**src/rtl/bsc_pkg.sv**
```systemverilog
package bsc_pkg;
  localparam int NCLS  = 10;
  localparam int CHR_W = 8;

  typedef enum logic [3:0] {
    C_DATA = 4'd0, C_SOH = 4'd1, C_STX = 4'd2, C_ETX = 4'd3, C_ETB = 4'd4,
    C_ITB  = 4'd5, C_EOT = 4'd6, C_ENQ = 4'd7, C_SYN = 4'd8, C_DLE = 4'd9
  } cls_e;

  typedef enum logic [1:0] {M_IDLE = 2'd0, M_TEXT = 2'd1, M_TRANSP = 2'd2} mode_e;

  function automatic logic [CHR_W-1:0] code_of(input int idx, input logic ascii);
    logic [CHR_W-1:0] c;
    case (idx)
      1:       c = 8'h01;
      2:       c = 8'h02;
      3:       c = 8'h03;
      4:       c = ascii ? 8'h17 : 8'h26;
      5:       c = 8'h1F;
      6:       c = ascii ? 8'h04 : 8'h37;
      7:       c = ascii ? 8'h05 : 8'h2D;
      8:       c = ascii ? 8'h16 : 8'h32;
      9:       c = 8'h10;
      default: c = 8'h00;
    endcase
    return c;
  endfunction
endpackage

```
**src/rtl/bsc_code_match.sv**
```systemverilog
module bsc_code_match
  import bsc_pkg::*;
(
  input  logic [CHR_W-1:0] chr_i,
  input  logic             ascii_i,
  output cls_e             idx_o
);
  logic [NCLS-1:0] hit;

  assign hit[0] = ~|hit[NCLS-1:1];
  for (genvar gi = 1; gi < NCLS; gi++) begin : g_cmp
    assign hit[gi] = (chr_i == code_of(gi, ascii_i));
  end

  always_comb begin
    idx_o = C_DATA;
    for (int i = 1; i < NCLS; i++)
      if (hit[i]) idx_o = cls_e'(i);
  end
endmodule

```
**src/rtl/bsc_trail_cnt.sv**
```systemverilog
module bsc_trail_cnt #(
  parameter int CRC_BYTES = 2
) (
  input  logic clk_i,
  input  logic rst_ni,
  input  logic load_i,
  input  logic step_i,
  output logic busy_o,
  output logic last_o
);
  localparam int CW = $clog2(CRC_BYTES + 1);
  logic [CW-1:0] cnt_q;

  always_ff @(posedge clk_i or negedge rst_ni) begin
    if (!rst_ni)                     cnt_q <= '0;
    else if (load_i)                 cnt_q <= CW'(CRC_BYTES);
    else if (step_i && cnt_q != '0)  cnt_q <= cnt_q - 1'b1;
  end

  assign busy_o = (cnt_q != '0);
  assign last_o = (cnt_q == CW'(1));

  a_r6_cnt_bound: assert property (@(posedge clk_i) disable iff (!rst_ni)
    cnt_q <= CW'(CRC_BYTES));
  a_r6_no_reload: assert property (@(posedge clk_i) disable iff (!rst_ni)
    load_i |-> !busy_o);
  a_r6_step_down: assert property (@(posedge clk_i) disable iff (!rst_ni)
    (step_i && busy_o && !load_i) |=> cnt_q == $past(cnt_q) - 1'b1);
endmodule

```
**src/rtl/bsc_seq_ctl.sv**
```systemverilog
module bsc_seq_ctl
  import bsc_pkg::*;
(
  input  logic clk_i,
  input  logic rst_ni,
  input  logic vld_i,
  input  cls_e idx_i,
  input  logic transp_en_i,
  input  logic busy_i,
  input  logic last_i,
  output cls_e cls_o,
  output logic ctrl_o,
  output logic incl_o,
  output logic restart_o,
  output logic check_o,
  output logic load_o,
  output logic transp_o
);
  mode_e mode_q, mode_d;
  logic  pend_q, pend_d;
  logic  is_term, is_abort;

  assign is_term  = (idx_i == C_ETX) || (idx_i == C_ETB) || (idx_i == C_ITB);
  assign is_abort = (idx_i == C_ENQ) || (idx_i == C_EOT);

  always_comb begin
    cls_o = C_DATA; ctrl_o = 1'b0; incl_o = 1'b0; restart_o = 1'b0;
    check_o = 1'b0; load_o = 1'b0; mode_d = mode_q; pend_d = pend_q;
    if (vld_i) begin
      pend_d = 1'b0;
      if (busy_i) begin
        incl_o  = 1'b1;
        check_o = last_i;
      end else begin
        case (mode_q)
          M_IDLE: begin
            cls_o  = idx_i;
            ctrl_o = (idx_i != C_DATA);
            if (pend_q && idx_i == C_STX) begin
              restart_o = 1'b1;
              mode_d    = M_TRANSP;
            end else if (idx_i == C_SOH || idx_i == C_STX) begin
              restart_o = 1'b1;
              mode_d    = M_TEXT;
            end else if (idx_i == C_DLE) begin
              pend_d = transp_en_i;
            end
          end
          M_TEXT: begin
            if (pend_q && idx_i == C_STX) begin
              cls_o = C_STX; ctrl_o = 1'b1; incl_o = 1'b1;
              mode_d = M_TRANSP;
            end else if (is_term) begin
              cls_o = idx_i; ctrl_o = 1'b1; incl_o = 1'b1; load_o = 1'b1;
              mode_d = (idx_i == C_ITB) ? M_TEXT : M_IDLE;
            end else if (is_abort) begin
              cls_o = idx_i; ctrl_o = 1'b1;
              mode_d = M_IDLE;
            end else begin
              case (idx_i)
                C_SYN: begin cls_o = C_SYN; ctrl_o = 1'b1; end
                C_SOH, C_STX: begin cls_o = idx_i; ctrl_o = 1'b1; incl_o = 1'b1; end
                C_DLE: begin
                  if (transp_en_i) begin
                    cls_o = C_DLE; ctrl_o = 1'b1; pend_d = 1'b1;
                  end else begin
                    incl_o = 1'b1;
                  end
                end
                default: incl_o = 1'b1;
              endcase
            end
          end
          M_TRANSP: begin
            if (!pend_q) begin
              if (idx_i == C_DLE) begin
                cls_o = C_DLE; ctrl_o = 1'b1; pend_d = 1'b1;
              end else begin
                incl_o = 1'b1;
              end
            end else if (is_term) begin
              cls_o = idx_i; ctrl_o = 1'b1; incl_o = 1'b1; load_o = 1'b1;
              mode_d = (idx_i == C_ITB) ? M_TEXT : M_IDLE;
            end else if (is_abort) begin
              cls_o = idx_i; ctrl_o = 1'b1;
              mode_d = M_IDLE;
            end else if (idx_i == C_SYN) begin
              cls_o = C_SYN; ctrl_o = 1'b1;
            end else begin
              incl_o = 1'b1;  // DLE DLE and stray follow-ups stand as data
            end
          end
          default: mode_d = M_IDLE;
        endcase
      end
    end
    transp_o = (mode_d == M_TRANSP);
  end

  always_ff @(posedge clk_i or negedge rst_ni) begin
    if (!rst_ni) begin
      mode_q <= M_IDLE;
      pend_q <= 1'b0;
    end else begin
      mode_q <= mode_d;
      pend_q <= pend_d;
    end
  end

  a_r6_trail_freezes_mode: assert property (@(posedge clk_i) disable iff (!rst_ni)
    busy_i |=> mode_q == $past(mode_q));
  a_r7_pend_needs_enable: assert property (@(posedge clk_i) disable iff (!rst_ni)
    (vld_i && !busy_i && mode_q != M_TRANSP && !transp_en_i) |=> !pend_q);
endmodule

```
**src/rtl/bsc_ctl_recognizer.sv**
```systemverilog
module bsc_ctl_recognizer
  import bsc_pkg::*;
#(
  parameter int CRC_BYTES = 2
) (
  input  logic             clk_i,
  input  logic             rst_ni,
  input  logic             chr_vld_i,
  input  logic [CHR_W-1:0] chr_i,
  input  logic             ascii_sel_i,
  input  logic             transp_en_i,
  output logic             out_vld_o,
  output logic [NCLS-1:0]  class_o,
  output logic             is_ctrl_o,
  output logic             crc_incl_o,
  output logic             crc_restart_o,
  output logic             crc_check_o,
  output logic             in_transp_o
);
  localparam logic [NCLS-1:0] ONE     = {{(NCLS-1){1'b0}}, 1'b1};
  localparam logic [NCLS-1:0] END_MSK = (ONE << C_ETX) | (ONE << C_ETB) | (ONE << C_ITB)
                                      | (ONE << C_ENQ) | (ONE << C_EOT);

  cls_e idx, cls_c;
  logic ctrl_c, incl_c, rst_c, chk_c, load_c, transp_c, busy, last;

  bsc_code_match u_match (
    .chr_i  (chr_i),
    .ascii_i(ascii_sel_i),
    .idx_o  (idx)
  );

  bsc_trail_cnt #(.CRC_BYTES(CRC_BYTES)) u_trail (
    .clk_i (clk_i),
    .rst_ni(rst_ni),
    .load_i(load_c),
    .step_i(chr_vld_i & busy),
    .busy_o(busy),
    .last_o(last)
  );

  bsc_seq_ctl u_seq (
    .clk_i      (clk_i),
    .rst_ni     (rst_ni),
    .vld_i      (chr_vld_i),
    .idx_i      (idx),
    .transp_en_i(transp_en_i),
    .busy_i     (busy),
    .last_i     (last),
    .cls_o      (cls_c),
    .ctrl_o     (ctrl_c),
    .incl_o     (incl_c),
    .restart_o  (rst_c),
    .check_o    (chk_c),
    .load_o     (load_c),
    .transp_o   (transp_c)
  );

  always_ff @(posedge clk_i or negedge rst_ni) begin
    if (!rst_ni) begin
      out_vld_o     <= 1'b0;
      class_o       <= '0;
      is_ctrl_o     <= 1'b0;
      crc_incl_o    <= 1'b0;
      crc_restart_o <= 1'b0;
      crc_check_o   <= 1'b0;
      in_transp_o   <= 1'b0;
    end else begin
      out_vld_o     <= chr_vld_i;
      crc_restart_o <= chr_vld_i & rst_c;
      crc_check_o   <= chr_vld_i & chk_c;
      if (chr_vld_i) begin
        class_o     <= ONE << cls_c;
        is_ctrl_o   <= ctrl_c;
        crc_incl_o  <= incl_c;
        in_transp_o <= transp_c;
      end
    end
  end

  a_r1_class_onehot: assert property (@(posedge clk_i) disable iff (!rst_ni)
    out_vld_o |-> $onehot(class_o));
  a_r1_ctrl_vs_data: assert property (@(posedge clk_i) disable iff (!rst_ni)
    out_vld_o |-> (is_ctrl_o == !class_o[C_DATA]));
  a_r2_pulses_need_vld: assert property (@(posedge clk_i) disable iff (!rst_ni)
    !out_vld_o |-> !crc_check_o && !crc_restart_o);
  a_r4_restart_excluded: assert property (@(posedge clk_i) disable iff (!rst_ni)
    crc_restart_o |-> !crc_incl_o && is_ctrl_o);
  a_r6_check_on_data: assert property (@(posedge clk_i) disable iff (!rst_ni)
    crc_check_o |-> crc_incl_o && class_o[C_DATA]);
  a_r7_enter_on_stx: assert property (@(posedge clk_i) disable iff (!rst_ni)
    $rose(in_transp_o) |-> out_vld_o && class_o[C_STX]);
  a_r10_leave_on_end: assert property (@(posedge clk_i) disable iff (!rst_ni)
    $fell(in_transp_o) |-> out_vld_o && (class_o & END_MSK) != '0);
  a_r7_hold_in_gap: assert property (@(posedge clk_i) disable iff (!rst_ni)
    !chr_vld_i |=> $stable(in_transp_o));
endmodule

```
**config.mk**
```make
export PLATFORM = sky130hd
export DESIGN_NAME = bsc_ctl_recognizer
export DESIGN_NICKNAME = d
export VERILOG_FILES = /design/src/rtl/bsc_pkg.sv /design/src/rtl/bsc_code_match.sv /design/src/rtl/bsc_trail_cnt.sv /design/src/rtl/bsc_seq_ctl.sv /design/src/rtl/bsc_ctl_recognizer.sv
export SDC_FILE = /design/constraint.sdc
export NUM_CORES = 1
export LEC_CHECK = 0
export ABC_CLOCK_PERIOD_IN_PS = 2100
export BUFFER_PORTS_ARGS = -buffer_cell sky130_fd_sc_hd__clkbuf_2
export CAP_MARGIN = 0
export CORE_ASPECT_RATIO = 1.4
export CORE_MARGIN = 3
export CORE_UTILIZATION = 25
export CTS_BUF_LIST = sky130_fd_sc_hd__clkbuf_8 sky130_fd_sc_hd__clkbuf_16
export DETAILED_ROUTE_END_ITERATION = 7
export GPL_ROUTABILITY_DRIVEN = 0
export SLEW_MARGIN = 10
export SYNTH_ARGS = -nofsm -noshare
export SYNTH_HDL_FRONTEND = slang
export SYNTH_SLANG_ARGS = --single-unit
```
**constraint.sdc**
```tcl
create_clock -name clk_i -period 2.1 [get_ports clk_i]
set_input_delay 0.21 -clock clk_i [delete_from_list [all_inputs] [get_ports clk_i]]
set_output_delay 0.21 -clock clk_i [all_outputs]
set_load 0.02 [all_outputs]
```
==> out/results.ini <==
[outcome]
status=completed

[clock_tree]
cts_tree=built
worstSkewPairLatency_ns=0.25
cts_max_path_buffers=2
path_clk_slew_ns=0.07
htreeDepth=1
cts_inserted_buffers=3
clk_root_buffer_cell=clkbuf_8
clock_sinks=21

[final_layout]
n_antenna_cell=0
area_growth_pct=25.3
reg_top3=class_o: 10 flops, u_seq.mode_q: 2 flops, u_trail.cnt_q: 2 flops
largest_register_ffs=10
design_area_um2=2010
nNetsFinal=249
drive_above_1_share_pct=31.9
regMostFlops=class_o

[timing]
period_share_pct=92.9
final-setup-viol-count=0
report.final.slew_viol_count=0
min_period_ns=1.95
rsz0062_at_grt=no
hold_viol_final=0
tightest_slew_ns=0.525
setup_slack_ns=0.149
slew_headroom_pct=65.0
tns_ns=0
finalClockSkew_ns=0.00355
max_freq_mhz=513

[critical_path]
r2r_start=u_seq.mode_q[0]
cp-endpoint=class_o[0]
critPathLaunch=u_seq.mode_q[0]
worstReg2RegEnd=class_o[0]
worst_setup_path_start_kind=flop
r2r_cells=7
cp.arrival_ns=2.10
cp_max_fo=6
rrSetupSlack_ns=0.15
end_kind=flop
path_class=reg -> reg
crit_required_ns=2.25

[synth]
synth-edff-count=0
ys.flop_type=dfrtp_1
ys_types=60
synthesis.area_um2=1610
synth-async-reset-ratio_pct=100
syn_nets=198
syn-instance-count=179
ys_seq_area_share_pct=32.7
avgSynthCellArea_um2=8.98
ys_warn_count=0
ys_seq_elements=21

[placement]
dp_hpwl_mm=3.46
dp_slack_ns=-0.125
placed_cell_area_um2=1950
port_buffers=28

[route]
first_pass_iters=4
ant_nets=0
vias=1576
drt_iter0_markers=60
wl_per_cell_um=14.4
wl_mm=4.29
via_per_inst=5.27
drc=0

[floorplan]
die_w_um=73.8
rows=33
dieArea_um2=7440
fp.dieH_um=101
coreArea_um2=6030
io_pins=29
start_util_pct=26.7

[grt]
grt_pass1_wl_mm=7.25
overflow=0
grt_max_degree=22
grt_pass1_vias=1579
grt_use_total_pct=12.1
antenna_found_initial=0

[min_path]
hold_class=in -> reg

[power]
power.density_nw_per_um2=499
leakagePower_uw=0.000970
power_frac_seq_pct=44.7
p_int_uw=698
comb_power_share_pct=30.2
peakVddDrop_mv=0.386
clock_power_share_pct=25.0
p_sw_uw=306
netSwitchingFraction_pct=30.4

[job]
maxCapViolCount=0

-- routing by layer --
layer  up-vias  track usage [%]  wire length, um
met5         -                0                0
met4         0             5.16              106
met3        12             1.90              182
met2        40             21.1             2200
met1       750             14.3             1800
li1        774                -                -
-- worst max-delay path: stages (launching register included) --
cell	delay, ns
dfrtp_1	0.41
inv_1	0.14
ha_2	0.26
nand2_1	0.14
a311oi_1	0.35
or3_4	0.24
o21ai_2	0.08
a41o_1	0.23
-- kinds of logic after synthesis --
logic type               synth area share, %
flip-flops                              32.7
AO/OA/AOI/OAI                           28.4
buffers and inverters                   7.71
adder cells (fa/ha/maj)                 4.67
XOR/XNOR                               0.545
AND/OR/NAND/NOR                         25.9
-- power by group through the flow --
stage | sequential, uW | clock, uW | combinational, uW
floorplan | 468 | 0 | 180
global placement | 456 | 0 | 302
detailed placement | 458 | 0 | 305
CTS | 449 | 270 | 310
global route | 453 | 289 | 340
finish | 449 | 251 | 303
-- layout by cell type, fill, tap and decap left out, types with 2 or more instances in the layout --
| master | count |
|---|---|
| o2111ai_1 | 3 |
| or2_2 | 2 |
| nor3b_1 | 5 |
| o21ai_0 | 6 |
| o31ai_1 | 4 |
| a21oi_1 | 9 |
| nand2_1 | 16 |
| a31oi_1 | 2 |
| and3b_1 | 2 |
| nand3_1 | 9 |
| o32ai_1 | 2 |
| ha_1 | 5 |
| nand4_1 | 4 |
| clkbuf_2 | 28 |
| inv_1 | 12 |
| clkbuf_8 | 3 |
| and3_1 | 2 |
| nor2_1 | 14 |
| a21o_1 | 2 |
| o31a_1 | 2 |
| o2bb2ai_1 | 8 |
| buf_4 | 26 |
| nor2b_1 | 3 |
| dfrtp_1 | 21 |
| nor3_1 | 3 |
-- repair_timing --
action,4_1_cts,5_1_grt
resized for setup,0,3
endpoints found under the hold margin,21,0
hold buffers,1,0
buffers inserted,0,0
endpoints found under the setup margin,0,11
-- worst min path at each step --
| stage | startpoint | end | cells past startpoint |
|---|---|---|---|
| 2_1_floorplan | rst_ni | class_o[0] | 0 |
| 3_3_place_gp | rst_ni | u_trail.cnt_q[0] | 1 |
| 3_5_place_dp | rst_ni | u_trail.cnt_q[0] | 1 |
| 4_1_cts | chr_vld_i | out_vld_o | 2 |
| 5_1_grt | chr_vld_i | out_vld_o | 2 |
| 6_report | chr_vld_i | out_vld_o | 2 |
-- through the flow --
stage | power (uW) | utilization, % | cells | hold WS, ns
2_1_floorplan | 647 | - | 179 | -0.0856
3_3_place_gp | 758 | 32.4 | 294 | 0.214
3_5_place_dp | 763 | 32.4 | 294 | 0.220
4_1_cts | 1030 | 33.3 | 299 | 0.262
5_1_grt | 1080 | 33.4 | 299 | 0.260
6_report | 1000 | 33.4 | 299 | 0.264
-- Yosys cell counts, types with 2 or more instances --
| library cell | number | area [um2] |
|---|---|---|
| nand3_1 | 9 | 45.0 |
| buf_6 | 3 | 33.8 |
| o31ai_1 | 4 | 30.0 |
| a21oi_1 | 9 | 45.0 |
| o2111ai_1 | 3 | 26.3 |
| nor2_1 | 14 | 52.6 |
| and3b_1 | 2 | 17.5 |
| o21ai_0 | 6 | 30.0 |
| nor3b_1 | 5 | 37.5 |
| a21o_1 | 2 | 15.0 |
| dfrtp_1 | 21 | 526 |
| buf_4 | 3 | 22.5 |
| nor3_1 | 3 | 15.0 |
| o31a_1 | 2 | 17.5 |
| o32ai_1 | 2 | 17.5 |
| and3_1 | 2 | 12.5 |
| o2bb2ai_1 | 8 | 70.1 |
| inv_1 | 12 | 45.0 |
| nand2_1 | 16 | 60.1 |
| a31oi_1 | 2 | 12.5 |
| nand4_1 | 4 | 25.0 |
| or2_2 | 2 | 12.5 |
| nor2b_1 | 3 | 18.8 |
| ha_1 | 6 | 75.1 |
-- final cells by class --
| type | instances | area, um2 |
|---|---|---|
| Clock buffer | 3 | 41.3 |
| Timing Repair Buffer | 55 | 345 |
| Inverter | 12 | 45.0 |
| Tap cell | 70 | 87.6 |
| Multi-Input combinational cell | 137 | 965 |
| Sequential cell | 21 | 526 |
| Clock inverter | 1 | 3.75 |
| Fill cell | 649 | 4020 |
(Power assumes the default switching activity.)
